$ cat config.mk
export PLATFORM = sky130hd
export DESIGN_NAME = hdlc_rx_deframer
export DESIGN_NICKNAME = d
export VERILOG_FILES = /design/src/rtl/hdlc_rx_pkg.sv /design/src/rtl/hdlc_rx_hist.sv /design/src/rtl/hdlc_rx_byte.sv /design/src/rtl/hdlc_rx_deframer.sv
export SDC_FILE = /design/constraint.sdc
export NUM_CORES = 1
export LEC_CHECK = 0
export CELL_PAD_IN_SITES_DETAIL_PLACEMENT = 1
export CELL_PAD_IN_SITES_GLOBAL_PLACEMENT = 2
export CORE_UTILIZATION = 30
export CTS_CLUSTER_SIZE = 14
export DETAILED_ROUTE_END_ITERATION = 10
export PLACE_DENSITY = 0.78
export RECOVER_POWER = 100
export SLEW_MARGIN = 20
export SYNTH_ARGS = -nofsm -noshare
export SYNTH_HDL_FRONTEND = slang
export SYNTH_HIERARCHICAL = 1
export SYNTH_SLANG_ARGS = --single-unit
$ cat constraint.sdc
create_clock -name clk -period 4.98 [get_ports clk]
set_clock_uncertainty 0.05 [all_clocks]
set_input_delay 1.494 -clock clk [delete_from_list [all_inputs] [get_ports clk]]
set_output_delay 1.494 -clock clk [all_outputs]
set_load 0.05 [all_outputs]
$ cat src/rtl/hdlc_rx_pkg.sv
package hdlc_rx_pkg;
    typedef enum logic [1:0] {
        RX_HUNT     = 2'd0,
        RX_FRAME    = 2'd1,
        RX_ESC_PEND = 2'd2
    } rx_state_e;
endpackage

$ cat src/rtl/hdlc_rx_hist.sv
// Sliding window of the most recent line bits with pattern classification
// performed on the window as it will look after the current bit.
module hdlc_rx_hist #(
    parameter int          W         = 8,
    parameter logic [W-1:0] FLAG_VAL  = 8'h7E,
    parameter logic [W-1:0] ABORT_VAL = 8'h7F,
    parameter int          RUN_LEN   = 5
) (
    input  logic clk,
    input  logic rst_n,
    input  logic shift_en,
    input  logic bit_in,
    output logic is_flag,
    output logic is_abort,
    output logic is_stuff
);
    localparam int STUFF_W = RUN_LEN + 1;
    localparam logic [STUFF_W-1:0] STUFF_PAT = {{RUN_LEN{1'b1}}, 1'b0};

    logic [W-1:0] win_q;
    logic [W-1:0] win_nx;

    assign win_nx   = {win_q[W-2:0], bit_in};
    assign is_flag  = (win_nx == FLAG_VAL);
    assign is_abort = ((win_nx & ABORT_VAL) == ABORT_VAL);
    assign is_stuff = (win_nx[STUFF_W-1:0] == STUFF_PAT);

    always_ff @(posedge clk) begin
        if (!rst_n) begin
            win_q <= '0;
        end else if (shift_en) begin
            win_q <= win_nx;
        end
    end
endmodule

$ cat src/rtl/hdlc_rx_byte.sv
// LSB-first byte builder with a bit counter.
module hdlc_rx_byte #(
    parameter int W = 8
) (
    input  logic         clk,
    input  logic         rst_n,
    input  logic         clear,
    input  logic         shift_en,
    input  logic         bit_in,
    output logic [W-1:0] byte_nx,
    output logic         last_bit
);
    localparam int CW = $clog2(W);

    logic [W-1:0]  acc_q;
    logic [CW-1:0] cnt_q;

    assign byte_nx  = {bit_in, acc_q[W-1:1]};
    assign last_bit = (cnt_q == CW'(W - 1));

    always_ff @(posedge clk) begin
        if (!rst_n) begin
            acc_q <= '0;
            cnt_q <= '0;
        end else if (clear) begin
            acc_q <= '0;
            cnt_q <= '0;
        end else if (shift_en) begin
            acc_q <= byte_nx;
            cnt_q <= last_bit ? '0 : cnt_q + CW'(1);
        end
    end
endmodule

$ cat src/rtl/hdlc_rx_deframer.sv
module hdlc_rx_deframer #(
    parameter int          W       = 8,
    parameter logic [W-1:0] FLAG    = 8'h7E,
    parameter logic [W-1:0] ABORT   = 8'h7F,
    parameter logic [W-1:0] ESC     = 8'h1B,
    parameter int          RUN_LEN = 5
) (
    input  logic         clk,
    input  logic         rst_n,
    input  logic         bit_valid,
    input  logic         bit_in,
    output logic         bit_ready,
    input  logic         fifo_full,
    output logic         push,
    output logic [W-1:0] push_byte
);
    import hdlc_rx_pkg::*;

    rx_state_e    state_q, state_d;
    logic         take;
    logic         is_flag, is_abort, is_stuff;
    logic         pack_en, last_bit, completed, special;
    logic [W-1:0] byte_nx;
    logic [W-1:0] pend_q;

    assign bit_ready = (state_q != RX_ESC_PEND);
    assign take      = bit_valid && bit_ready;

    hdlc_rx_hist #(
        .W(W), .FLAG_VAL(FLAG), .ABORT_VAL(ABORT), .RUN_LEN(RUN_LEN)
    ) u_hist (
        .clk(clk), .rst_n(rst_n), .shift_en(take), .bit_in(bit_in),
        .is_flag(is_flag), .is_abort(is_abort), .is_stuff(is_stuff)
    );

    assign pack_en = take && (state_q == RX_FRAME) && !is_flag && !is_abort && !is_stuff;

    hdlc_rx_byte #(.W(W)) u_byte (
        .clk(clk), .rst_n(rst_n), .clear(take && is_flag),
        .shift_en(pack_en), .bit_in(bit_in),
        .byte_nx(byte_nx), .last_bit(last_bit)
    );

    assign completed = pack_en && last_bit;
    assign special   = (byte_nx == FLAG) || (byte_nx == ABORT) || (byte_nx == ESC);

    // State register
    always_ff @(posedge clk) begin
        if (!rst_n) begin
            state_q <= RX_HUNT;
        end else begin
            state_q <= state_d;
        end
    end

    always_ff @(posedge clk) begin
        if (!rst_n) begin
            pend_q <= '0;
        end else if (completed && special) begin
            pend_q <= byte_nx;
        end
    end

    // Next state
    always_comb begin
        state_d = state_q;
        unique case (state_q)
            RX_HUNT: begin
                if (take && is_flag && !fifo_full) state_d = RX_FRAME;
            end
            RX_FRAME: begin
                if (take) begin
                    if (is_flag) begin
                        state_d = fifo_full ? RX_HUNT : RX_FRAME;
                    end else if (is_abort) begin
                        state_d = RX_HUNT;
                    end else if (completed) begin
                        if (fifo_full)    state_d = RX_HUNT;
                        else if (special) state_d = RX_ESC_PEND;
                    end
                end
            end
            RX_ESC_PEND: begin
                state_d = fifo_full ? RX_HUNT : RX_FRAME;
            end
            default: state_d = RX_HUNT;
        endcase
    end

    // Outputs
    always_comb begin
        push      = 1'b0;
        push_byte = FLAG;
        unique case (state_q)
            RX_HUNT, RX_FRAME: begin
                if (take && is_flag) begin
                    push      = !fifo_full;
                    push_byte = FLAG;
                end else if (completed) begin
                    push      = !fifo_full;
                    push_byte = special ? ESC : byte_nx;
                end
            end
            RX_ESC_PEND: begin
                push      = !fifo_full;
                push_byte = pend_q;
            end
            default: push = 1'b0;
        endcase
    end
endmodule

==> metrics.yaml, run 1 <==
run_status:
  status: "complete, no violations"
cts:
  insertion_delay_ps: 270
  cts_hold_buf: 0
  ctsRootBufferMaster: "clkbuf_8"
  clk_pin_slew_ps: 90
  cts_tree: "yes"
  clock_sinks: 27
  htreeDepth: 1
  cts_buffer_depth: 2
  cts_buffers: 3
pwr:
  seqPwrFrac: 0.610
  clkPwrFrac: 0.348
  ir_drop_mv: 0.129
  switching_power_mw: 0.0775
  leakage_nw: 0.534
  p_comb_frac: 0.041
  p_int_mw: 0.280
  switching_share: 0.217
  power.total_mw: 0.357
  powerDensity_nw_per_um2: 236
floorplan:
  start_util: 0.318
  num_rows: 23
  ios: 15
  die_w_um: 67.8
  die_h_um: 67.8
  core_um2: 4090
  die-area_um2: 4600
sta:
  setup-tns-final_ps: 0
  whs_ps: 438
  rsz0062_at_grt: "false"
  slew_violations: 0
  worst_pin_slew_ps: 841
  fmax_mhz: 206
  min_period_ps: 4860
  hold_viol: 0
  setup_slack_ps: 122
  setup_viol: 0
  relSlewSlack: 0.438
  period_share: 0.976
yosys:
  synth_top_area_cell: "dfxtp_1"
  avgSynthCellArea_um2: 9.03
  synth_warnings: 6
  synthTopCellsByCount: "27 x dfxtp_1, 18 x nor2_1, 15 x mux2i_1"
  seq_area_frac_synth: 0.416
  yosysMostFrequentCell: "dfxtp_1"
  syn-num-nets: 151
  async_flop_share: 0
  synthTopCellsByArea: "dfxtp_1 42%, mux2i_1 12%, nor2_1 5.2%"
  synth_seq_cells: 27
  synth.distinct_cells: 34
  synthFlopType: "dfxtp_1"
  syn-cell-area_um2: 1300
  synth_cells: 144
  synth_top_area_frac: 0.416
  synth_edf_count: 0
critical_path:
  cp.arrival_ps: 3310
  max_stage_delay_ps: 500
  crit_fanout: 4
  timing.rr.end: "u_byte/acc_q[6]"
  cp-start-kind: "primary input"
  r2r_cells: 8
  cp-end-kind: "output pin"
  crit_type: "primary input to output pin"
  rrSetupSlack_ps: 2160
  critPathRequiredTime_ps: 3440
  r2r-start: "u_hist/win_q[4]"
  worstPathCellList: "dlygate4sd2_1 -> nand2_1 -> nor3_1 -> or4b_1 -> or2_2 -> a21o_1 -> a21oi_1 -> buf_12"
  cp_slowest_cell: "or4b_1"
final_layout:
  final_cell_area_um2: 1510
  drive_gt1_frac: 0.138
  fill_cells: 498
  area_growth_pct: 16.5
  num_antenna_cells: 0
  layout.nets: 167
hold_path:
  worstHoldPathCells: 2
  worstHoldStart: "pend_q[4]"
  hp-class: "flop to flop"
  worstHoldEndpoint: "pend_q[4]"
route:
  drc_errors: 0
  vias: 1069
  routed_wl_mm: 3.07
  drt_iter0_markers: 27
  wl_per_cell_um: 14.7
  ant_nets: 0
  viasPerCell: 5.11
  dr.pass1.iters: 4
job:
  max_cap_viol_count: 0
placement:
  place_ws_ps: -60.9
  gp_congestion: 0.721
  io_buffer_count: 14
  hpwl_mm: 2.31
  dpl_cell_area_um2: 1510
global_route:
  overflow: 0
  antenna_found_initial: 0
  grt_pass1_wl_mm: 5.11
  grt_pass1_vias: 1061
  grt_util_all_layers: 0.148
  grt_max_degree: 21
per-layer routing:
metal | up-vias | GRT usage | part of all wire
li1 | 531 | - | -
met1 | 523 | 0.188 | 0.48
met2 | 10 | 0.254 | 0.49
met3 | 5 | 0.0217 | 0.016
met4 | 0 | 0.0547 | 0.014
met5 | - | 0 | 0
metrics by stage:
step,utilization,std cells
global placement,0.369,205
detailed placement,0.369,205
finish,0.370,209
CTS,0.380,209
floorplan,-,144
global route,0.370,209
flip-flops by register name, summed over array words and instances (netlist names):
register      cells
state_q           2
u_hist/win_q      7
pend_q            8
u_byte/acc_q      7
u_byte/cnt_q      3
layout by cell type, fill, tap and decap left out, drive strengths merged, types with 3 or more instances in the layout:
cell,count
nor2b,10
clkbuf,9
nand3b,3
inv,4
nor3,3
nand3,3
nand2b,4
dfxtp,27
a21oi,10
a21boi,3
nand2,8
a31o,3
buf,9
o21ai,4
nor2,18
mux2i,15
kinds of logic after synthesis:
group,share of synthesized area
flops,0.416
mux,0.115
buf+inv,0.0577
simple gates,0.258
fa+ha+maj,0.0192
compound gates,0.134
how the worst max path moves through the flow:
| stage | start | end | slack, ps | depth (start not counted) |
|---|---|---|---|---|
| floorplan | bit_in | push | 180 | 8 |
| global placement | bit_in | push | -40 | 7 |
| detailed placement | bit_in | push_byte[5] | -60 | 7 |
| CTS | bit_in | push | 180 | 8 |
| global route | bit_in | push | 30 | 8 |
| finish | bit_in | push | 120 | 8 |
worst max-delay path: cells and delay by family:
kind	cells	cell delay, ps
and+or+nand+nor	4	950
buffers and inverters	2	450
AOI/OAI and AO/OA	2	420
cell type report:
| class | instances | area, um^2 | area share |
|---|---|---|---|
| sequential | 27 | 541 | 0.357 |
| clock buffer | 3 | 41.3 | 0.0273 |
| inverter | 4 | 15.0 | 0.00992 |
| tap | 50 | 62.6 | 0.0413 |
| timing repair buffer | 20 | 165 | 0.109 |
| multi-input combinational | 104 | 684 | 0.452 |
| clock inverter | 1 | 5.00 | 0.00331 |
power by group through the flow:
stage / Sequential, mW / Clock (mW) / Combinational, mW
after detailed placement: 0.223 / 0 / 0.0156
after CTS: 0.218 / 0.128 / 0.0152
after floorplan: 0.223 / 0 / 0.00928
after global routing: 0.218 / 0.140 / 0.0160
final: 0.218 / 0.124 / 0.0147
after global placement: 0.223 / 0 / 0.0149
what timing repair did:
action | in CTS | in global routing
gates resized for setup | 1 | 0
setup endpoints to repair | 7 | 0
buffers inserted | 0 | 0
Note: power is estimated with default switching activity, not from simulation.
==> inputs of run 2 (changes only) <==
HOLD_SLACK_MARGIN = 0.1   (was not set)
SLEW_MARGIN = not set   (was 20)
==> results of run 2 <==
Same layout as run 1: the final DEF is identical, and so are final timing and power.
